===== src/rtl/sec_irq_pkg.sv =====
package sec_irq_pkg;
  localparam int unsigned N_SRC = 9;

  // word indices on the register bus
  localparam int unsigned VER_IDX = 0;
  localparam int unsigned EN_IDX  = 1;
  localparam int unsigned FLG_IDX = 2;

  // bit positions, shared by the enable and flag words
  localparam int unsigned B_AES_CRD  = 8;
  localparam int unsigned B_HASH_CRD = 7;
  localparam int unsigned B_AES_TRB  = 6;
  localparam int unsigned B_HASH_TRB = 5;
  localparam int unsigned B_AES_ERF  = 4;
  localparam int unsigned B_HASH_ERF = 3;
  localparam int unsigned B_AES_DMA  = 2;
  localparam int unsigned B_HASH_DMA = 1;
  localparam int unsigned B_RSA_DMA  = 0;

  typedef logic [N_SRC-1:0] src_vec_t;

  // 1 = sticky write-1-to-clear, 0 = live mirror of a status level
  localparam src_vec_t STICKY_MASK = src_vec_t'(
      (1 << B_AES_CRD) | (1 << B_HASH_CRD) | (1 << B_AES_TRB) | (1 << B_HASH_TRB) |
      (1 << B_AES_DMA) | (1 << B_HASH_DMA) | (1 << B_RSA_DMA));
endpackage


===== src/rtl/sec_irq_flags.sv =====
module sec_irq_flags
  import sec_irq_pkg::*;
(
  input  logic     clk_i,
  input  logic     rst_ni,
  input  src_vec_t ev_i,    // pulses on sticky bits, levels on mirror bits
  input  src_vec_t clr_i,
  output src_vec_t flag_o
);
  src_vec_t flag_q;

  for (genvar i = 0; i < N_SRC; i++) begin : g_bit
    if (STICKY_MASK[i]) begin : g_sticky
      // set beats a same-cycle clear
      always_ff @(posedge clk_i or negedge rst_ni) begin
        if (!rst_ni) flag_q[i] <= 1'b0;
        else         flag_q[i] <= ev_i[i] | (flag_q[i] & ~clr_i[i]);
      end
    end else begin : g_mirror
      always_ff @(posedge clk_i or negedge rst_ni) begin
        if (!rst_ni) flag_q[i] <= 1'b0;
        else         flag_q[i] <= ev_i[i];
      end
    end
  end

  assign flag_o = flag_q;
endmodule


===== src/rtl/sec_irq_regif.sv =====
module sec_irq_regif
  import sec_irq_pkg::*;
#(
  parameter int unsigned ADDR_W  = 4,
  parameter int unsigned DATA_W  = 32,
  parameter logic [DATA_W-1:0] VERSION = DATA_W'(32'h2018_0503)
) (
  input  logic              clk_i,
  input  logic              rst_ni,
  input  logic              reg_rd_i,
  input  logic              reg_wr_i,
  input  logic [ADDR_W-1:0] reg_addr_i,
  input  logic [DATA_W-1:0] reg_wdata_i,
  output logic [DATA_W-1:0] reg_rdata_o,
  input  src_vec_t          flag_i,
  output src_vec_t          en_o,
  output src_vec_t          clr_o
);
  localparam logic [ADDR_W-1:0] A_VER = ADDR_W'(VER_IDX);
  localparam logic [ADDR_W-1:0] A_EN  = ADDR_W'(EN_IDX);
  localparam logic [ADDR_W-1:0] A_FLG = ADDR_W'(FLG_IDX);

  src_vec_t          en_q;
  logic [DATA_W-1:0] rdata_q;
  logic [DATA_W-1:0] rd_mux;
  logic              unused_wdata;

  assign unused_wdata = ^reg_wdata_i[DATA_W-1:N_SRC];

  always_ff @(posedge clk_i or negedge rst_ni) begin
    if (!rst_ni)                           en_q <= '0;
    else if (reg_wr_i && reg_addr_i == A_EN) en_q <= reg_wdata_i[N_SRC-1:0];
  end

  // only sticky bits respond to a clearing write
  assign clr_o = (reg_wr_i && reg_addr_i == A_FLG) ?
                 (reg_wdata_i[N_SRC-1:0] & STICKY_MASK) : '0;

  always_comb begin
    rd_mux = '0;
    unique case (reg_addr_i)
      A_VER:   rd_mux = VERSION;
      A_EN:    rd_mux = DATA_W'(en_q);
      A_FLG:   rd_mux = DATA_W'(flag_i);
      default: rd_mux = '0;
    endcase
  end

  always_ff @(posedge clk_i or negedge rst_ni) begin
    if (!rst_ni)       rdata_q <= '0;
    else if (reg_rd_i) rdata_q <= rd_mux;
  end

  assign en_o        = en_q;
  assign reg_rdata_o = rdata_q;
endmodule


===== src/rtl/sec_irq_out.sv =====
module sec_irq_out
  import sec_irq_pkg::*;
(
  input  logic     clk_i,
  input  logic     rst_ni,
  input  src_vec_t flag_i,
  input  src_vec_t en_i,
  output logic     irq_o
);
  logic irq_q;

  always_ff @(posedge clk_i or negedge rst_ni) begin
    if (!rst_ni) irq_q <= 1'b0;
    else         irq_q <= |(flag_i & en_i);
  end

  assign irq_o = irq_q;
endmodule


===== src/rtl/sec_irq_agg.sv =====
module sec_irq_agg
  import sec_irq_pkg::*;
#(
  parameter int unsigned ADDR_W = 4,
  parameter int unsigned DATA_W = 32
) (
  input  logic              clk_i,
  input  logic              rst_ni,
  input  logic              reg_rd_i,
  input  logic              reg_wr_i,
  input  logic [ADDR_W-1:0] reg_addr_i,
  input  logic [DATA_W-1:0] reg_wdata_i,
  output logic [DATA_W-1:0] reg_rdata_o,
  input  logic              aes_crd_i,
  input  logic              hash_crd_i,
  input  logic              aes_trb_done_i,
  input  logic              aes_trb_ioc_i,
  input  logic              hash_trb_done_i,
  input  logic              hash_trb_ioc_i,
  input  logic              aes_erf_i,
  input  logic              hash_erf_i,
  input  logic              aes_dma_i,
  input  logic              hash_dma_i,
  input  logic              rsa_dma_i,
  output logic              irq_o
);
  src_vec_t ev_w, clr_w, flag_w, en_w;

  always_comb begin
    ev_w             = '0;
    ev_w[B_AES_CRD]  = aes_crd_i;
    ev_w[B_HASH_CRD] = hash_crd_i;
    ev_w[B_AES_TRB]  = aes_trb_done_i & aes_trb_ioc_i;
    ev_w[B_HASH_TRB] = hash_trb_done_i & hash_trb_ioc_i;
    ev_w[B_AES_ERF]  = aes_erf_i;
    ev_w[B_HASH_ERF] = hash_erf_i;
    ev_w[B_AES_DMA]  = aes_dma_i;
    ev_w[B_HASH_DMA] = hash_dma_i;
    ev_w[B_RSA_DMA]  = rsa_dma_i;
  end

  sec_irq_regif #(.ADDR_W(ADDR_W), .DATA_W(DATA_W)) i_regif (
    .clk_i       (clk_i),
    .rst_ni      (rst_ni),
    .reg_rd_i    (reg_rd_i),
    .reg_wr_i    (reg_wr_i),
    .reg_addr_i  (reg_addr_i),
    .reg_wdata_i (reg_wdata_i),
    .reg_rdata_o (reg_rdata_o),
    .flag_i      (flag_w),
    .en_o        (en_w),
    .clr_o       (clr_w)
  );

  sec_irq_flags i_flags (
    .clk_i  (clk_i),
    .rst_ni (rst_ni),
    .ev_i   (ev_w),
    .clr_i  (clr_w),
    .flag_o (flag_w)
  );

  sec_irq_out i_out (
    .clk_i  (clk_i),
    .rst_ni (rst_ni),
    .flag_i (flag_w),
    .en_i   (en_w),
    .irq_o  (irq_o)
  );
endmodule


===== config.mk =====
export PLATFORM = sky130hd
export DESIGN_NAME = sec_irq_agg
export DESIGN_NICKNAME = d
export VERILOG_FILES = /design/src/rtl/sec_irq_pkg.sv /design/src/rtl/sec_irq_flags.sv /design/src/rtl/sec_irq_regif.sv /design/src/rtl/sec_irq_out.sv /design/src/rtl/sec_irq_agg.sv
export SDC_FILE = /design/constraint.sdc
export NUM_CORES = 1
export LEC_CHECK = 0
export CAP_MARGIN = 40
export CORE_MARGIN = 2
export CORE_UTILIZATION = 58
export CTS_CLUSTER_DIAMETER = 100
export DETAILED_ROUTE_END_ITERATION = 8
export DONT_BUFFER_PORTS = 1
export PLACE_DENSITY = 0.74
export SLEW_MARGIN = 20
export SYNTH_ARGS = -nofsm -noshare
export SYNTH_HDL_FRONTEND = slang
export SYNTH_SLANG_ARGS = --single-unit

===== constraint.sdc =====
create_clock -name clk_i -period 2.3 [get_ports clk_i]
set_input_delay 0.115 -clock clk_i [delete_from_list [all_inputs] [get_ports clk_i]]
set_output_delay 0.115 -clock clk_i [all_outputs]
set_load 0.02 [all_outputs]

## Word level (Yosys, flattened, before mapping)

Index checks and enable logic that the tools add are counted.

- Equality and inequality tests: 2
- Mux-type cells: 2
- Bitwise logic cells: 24
- Reductions and logical operators: 4

Operators by type and width:

| cell | number |
|---|---|
| 30-bit case mux with 3 select lines | 1 |
| 1-bit bitwise AND | 9 |
| 9-bit bitwise AND | 1 |
| 9-bit two-way mux | 1 |
| 9-bit OR reduction | 1 |
| 1-bit inverter | 7 |
| 1-bit OR | 7 |
| 4-bit by 1-bit equality test with 1-bit output, second input constant | 1 |
| 4-bit by 2-bit equality test with 1-bit output, second input constant | 1 |
| 4-bit logical NOT | 1 |
| 1-bit logical AND | 2 |

- Bits in registers: 51
- Input port bits: 51
- Output and inout port bits: 33
- Logic and storage cells: 44

## Longest topological paths before layout

- Depth after elaboration: 6
- Gate-level depth with buffers: 5
- Gate-level depth less buffers: 3

## Hierarchy

A second synthesis with hierarchy kept.

- Cells, all modules: 138
- Area, all modules: 1,481.4 um^2

Modules (own cells, without submodules):

| module | times used | cells each | area each (um^2) | sequential area each (um^2) |
|---|---|---|---|---|
| sec_irq_regif | 1 | 107 | 1,093.5 | 475.5 |
| sec_irq_flags | 1 | 23 | 304.0 | 225.2 |
| sec_irq_out | 1 | 6 | 71.3 | 25.0 |
| sec_irq_agg | 1 | 2 | 12.5 | 0.0 |

## Worst setup path after synthesis

No wires, ideal clock.

- Path kind: input to register
- Start point: input reg_addr_i[0]
- End point: register i_regif.en_q[0], in the netlist i_regif.en_o[0]
- Library setup time: 0.125 ns
- Arrival time: 0.970 ns
- Required time: 2.175 ns
- Path slack: 1.206 ns
- Cell stages on the path: 5
- Path buffers: 2
- Cells stage by stage: buf_4 -> nor2b_1 -> buf_2 -> nand2_4 -> mux2_2

- Word-level cells in the longest chain between the ends: 2

Ends and longest elaborated chain:

| element | RTL line | RTL |
|---|---|---|
| from (decl) | sec_irq_agg.sv:11 | `input logic [ADDR_W-1:0] reg_addr_i,` |
| 4-bit by 1-bit equality test with 1-bit output | sec_irq_regif.sv:32 | `else if (reg_wr_i && reg_addr_i == A_EN) en_q <= reg_wdata_i[N_SRC-1:0];` |
| 1-bit logical AND | sec_irq_regif.sv:32 |  |
| to (signal assigned) | sec_irq_regif.sv:32 |  |
| to (decl) | sec_irq_regif.sv:23 | `src_vec_t en_q;` |

No other way between the ends.
A chain may end at the register's enable or synchronous reset.

## Final worst setup path

- Start point: register i_flags.flag_q[1], in the netlist i_flags.flag_o[1]
- End point: register i_regif.rdata_q[1], in the netlist i_regif.reg_rdata_o[1]

- Word-level cells in the longest chain between the ends: 1

Ends and longest elaborated chain:

| element | RTL line | RTL |
|---|---|---|
| from (decl) | sec_irq_flags.sv:10 | `src_vec_t flag_q;` |
| from (signal, indexed assignment) | sec_irq_flags.sv:17 | `else flag_q[i] <= ev_i[i] \| (flag_q[i] & ~clr_i[i]);` |
| 30-bit case mux with 3 select lines | sec_irq_regif.sv:41 | `unique case (reg_addr_i)` |
| to (signal assigned) | sec_irq_regif.sv:51 | `else if (reg_rd_i) rdata_q <= rd_mux;` |
| to (decl) | sec_irq_regif.sv:24 | `logic [DATA_W-1:0] rdata_q;` |

No other way between the ends.

==> impl_summary.log <==
INFO  metric status = finished clean
INFO  metric min_path_type = in2reg
INFO  metric required = 2.55 ns
INFO  metric synth_seq_area_share = roughly half
INFO  metric post_route_ant_nets = 0
INFO  metric core_region_area = 0.002255 sq mm
INFO  metric comb_power_share = 17.7%
INFO  metric largest_family_of_logic_cells_by_synthesized_area = buffers and inverters
INFO  metric floorplan.rows = 17
INFO  metric wl_per_cell = 15.94 microns
INFO  metric setup.reg_to_reg.worst_slack = 0.92 ns
INFO  metric route.vias.total = 1031
INFO  metric synth-warning-count = 0
INFO  metric worst_slew_margin_rel = 50.73%
INFO  metric dpl.hpwl = 1783 microns
INFO  metric timing.setup.tns = 0 ns
INFO  metric setup.worst_path.class = reg2reg
INFO  metric drt_drc = 0
INFO  metric wire_length_of_the_first_global_routing_pass = a little under 5000 microns
INFO  metric timing.critical_path.fanout_max = 3
INFO  metric cellLeakagePower = 0.7317 nW
INFO  metric cp-start-kind = register
INFO  metric unrepaired_setup_endpoints_after_global_routing = no
INFO  metric n_antenna_cell = 0
INFO  metric drive_gt1_share = 12.82%
INFO  metric cp_cell_sequence = nand2b_1 > a22o_1 > dlygate4sd3_1 > o22ai_1
INFO  metric gp_congestion = 0.7443
INFO  metric design.die.area = 0.002851 sq mm
INFO  metric syn-mean-instance-area = 11.32 sq um
INFO  metric yosysUniqueCellTypes = 23
INFO  metric cts_max_path_buffers = 2
INFO  metric route.final.wire_length = 2933 microns
INFO  metric final_min_period_over_clock_period = 60.10%
INFO  metric largest_net_degree_at_the_start_of_global_routing = 30
INFO  metric tritoncts.num_buffers = 5
INFO  metric synthSimpleGateAreaFrac = 7.958%
INFO  metric ffs_latches_synth = 29
INFO  metric slowest_stage = sky130_fd_sc_hd__dlygate4sd3_1
INFO  metric ports_placed_on_the_boundary = 84
INFO  metric power_frac_clock = about a quarter
INFO  metric area_delta_synth_final = 20.34%
INFO  metric initial_core_utilization = 62.76%
INFO  metric antenna_found_initial = 0
INFO  metric h-tree-depth = 2
INFO  metric multi_input_area = 525.5 sq um
INFO  metric yosys-mux-area-fraction = 8.223%
INFO  metric ctsRootBufferMaster = sky130_fd_sc_hd__clkbuf_4
INFO  metric worst_ir_drop_vdd = 0.0004574 V
INFO  metric cts_sinks = 29
INFO  metric post-cts-setup-buffer-count = 0
INFO  metric synth-compound-area-share = 15.92%
INFO  metric critical-path-max-stage-delay = between 0.5 and 0.6 ns
INFO  metric syn_inst = 125
INFO  metric synthXorXnorAreaFrac = 0%
INFO  metric final_common_cell = sky130_fd_sc_hd__dlygate4sd3_1
INFO  metric max_clock_freq = 723.5 MHz
INFO  metric critical-path-top-delay-family = buffers and inverters
INFO  metric p_int = 0.7768 mW
INFO  metric max_cap_violations = 0
INFO  metric insertion_delay = ~0.33 ns
INFO  metric worst_ep_arrival = 1.63 ns
INFO  metric first_iter_violations = 25
INFO  metric worst_max_slew_pin_slew = 0.7391 ns
INFO  metric num-nets-final = 206
INFO  metric power.share.sequential = a little under three fifths
INFO  metric layout.filler_cells = 150
INFO  metric power.switching_fraction = 28.79%
INFO  metric layout_common_cells = 30 x sky130_fd_sc_hd__dlygate4sd3_1, 29 x sky130_fd_sc_hd__dfrtp_1, 19 x sky130_fd_sc_hd__conb_1, 12 x sky130_fd_sc_hd__inv_1
INFO  metric setup_violators_final = 0
INFO  metric detail_route.vias_per_cell = 5.603
INFO  metric dpl_cell_area = 0.001331 sq mm
INFO  metric via_count_of_the_first_global_routing_pass = 1028
INFO  metric chipHeight = 53.40 microns
INFO  metric die_width = between 50 and 60 microns
INFO  metric timing.critical_path.to_type = register
INFO  metric drt-pass1-iter-count = 4
INFO  metric final-max-slew-violation-count = 0
INFO  metric ff_latch_area = between 700 and 800 sq um
INFO  metric finalHoldViolations = 0
INFO  metric worst_setup_hold_path_clk_slew = 0.09 ns
INFO  metric adder_cell_share_of_the_synthesized_area = 0%
INFO  metric final.min_clock_period = about 1.4 ns
INFO  metric pwr_cell_area = between 600 and 700 mW/mm^2
INFO  metric remaining_global_route_overflow = 0
INFO  metric switching_pwr = 0.3141 mW
INFO  metric numPortBuffers = 0
INFO  metric synth_area = about 0.0014 sq mm
INFO  metric fin_area = between 0.0015 and 0.002 sq mm
INFO  metric skew = 0.005952 ns
INFO  metric tritoncts = done
INFO  metric overall_global_routing_usage = 24.77%
INFO  metric timing.critical_path.buf_inv = 1
-- per-layer routing --
layer  vias to the layer above  track usage, %  share of wire (%)
met2                        73           41.36                 49
met5                         -               0                  0
met3                        17           8.192                 11
met1                       478           28.20                 37
li1                        463               -                  -
met4                         0           11.97                3.8
-- stage by stage --
| stage | hold slack [ns] | utilization [%] | worst slack (ns) | std cells | total power, mW |
|---|---|---|---|---|---|
| 6_report | 0.07455 | 75.53 | 0.9177 | 184 | 1.091 |
| 5_1_grt | 0.1071 | 75.53 | 0.8361 | 184 | 1.147 |
| 4_1_cts | 0.06880 | 75.53 | 0.9616 | 184 | 1.091 |
| 3_5_place_dp | -0.1802 | 59.05 | 1.043 | 145 | 0.7557 |
| 3_3_place_gp | -0.1800 | 59.05 | 1.062 | 145 | 0.7479 |
| 2_1_floorplan | -0.1806 | - | 1.206 | 143 | 0.7632 |
-- path summary, 6_finish.rpt --
check | from | end | cells after the start
min | reg_addr_i[0] | i_regif.reg_rdata_o[8] | 3
max in group asynchronous | rst_ni | i_regif.en_o[4] | 2
max reg2reg | i_flags.flag_o[1] | i_regif.reg_rdata_o[1] | 4
min in group asynchronous | rst_ni | i_regif.en_o[7] | 2
max | i_flags.flag_o[1] | i_regif.reg_rdata_o[1] | 4
min reg2reg | i_regif.en_o[4] | i_regif.en_o[4] | 1
-- final cells by class --
class,instances,share of cell area (%)
tap,28,2.057
multi-input combinational,76,30.86
inverter,12,2.645
clock buffer,6,2.425
sequential,29,42.62
clock inverter,2,0.5878
timing repair buffer,31,18.81
-- registers in the layout (all words and copies together) (netlist names) --
signal and count:
i_regif.reg_rdata_o 10, i_flags.flag_o 9, i_regif.en_o 9, i_out.irq_o 1
-- synthesized netlist by cell type --
master / number / area share [%]
sky130_fd_sc_hd__dfrtp_1: 29 / 51
sky130_fd_sc_hd__buf_4: 23 / 12
sky130_fd_sc_hd__inv_1: 12 / 3.2
sky130_fd_sc_hd__mux2_2: 9 / 7.2
sky130_fd_sc_hd__o22ai_1: 9 / 4.0
sky130_fd_sc_hd__nand3_1: 8 / 2.8
sky130_fd_sc_hd__a22oi_1: 7 / 3.7
sky130_fd_sc_hd__a22o_1: 6 / 3.7
sky130_fd_sc_hd__a21o_1: 5 / 2.7
sky130_fd_sc_hd__nand2b_1: 3 / 1.3
sky130_fd_sc_hd__buf_2: 2 / 0.71
sky130_fd_sc_hd__a211oi_1: 1 / 0.53
sky130_fd_sc_hd__a221oi_1: 1 / 0.62
sky130_fd_sc_hd__a222oi_1: 1 / 0.71
sky130_fd_sc_hd__and2b_1: 1 / 0.53
sky130_fd_sc_hd__clkbuf_1: 1 / 0.26
sky130_fd_sc_hd__conb_1: 1 / 0.26
sky130_fd_sc_hd__mux2_4: 1 / 1.1
sky130_fd_sc_hd__nand2_1: 1 / 0.26
sky130_fd_sc_hd__nand2_4: 1 / 0.80
sky130_fd_sc_hd__nor2b_1: 1 / 0.44
sky130_fd_sc_hd__nor3b_4: 1 / 1.3
sky130_fd_sc_hd__nor4_1: 1 / 0.44
-- worst register-to-register path, cell delays in order, from the launching register on --
cell                            delay (ns)
sky130_fd_sc_hd__dfrtp_1              0.41
sky130_fd_sc_hd__nand2b_1             0.08
sky130_fd_sc_hd__a22o_1               0.18
sky130_fd_sc_hd__dlygate4sd3_1        0.55
sky130_fd_sc_hd__o22ai_1              0.10
-- repair_timing --
action                                  in CTS  in global routing
endpoints found under the hold margin       57                  0
hold buffers                                31                  0
endpoints found under the setup margin       0                  0
resized for setup                            0                  0
-- kinds of logic (layout without fill, tap and decap cells) --
logic type / count (synthesis) / after routing
simple gates: 17 / 17
flops: 29 / 29
other cells: 1 / 19
mux: 10 / 10
buf+inv: 38 / 51
compound gates: 30 / 30
-- power by group through the flow --
stage	logic, mW	registers (mW)	clock network [mW]
final	0.193	0.612	0.286
after CTS	0.191	0.609	0.292
after floorplan	0.157	0.606	0
after detailed placement	0.137	0.619	0
after global routing	0.212	0.618	0.317
after global placement	0.132	0.616	0
(Power assumes the default switching activity.)
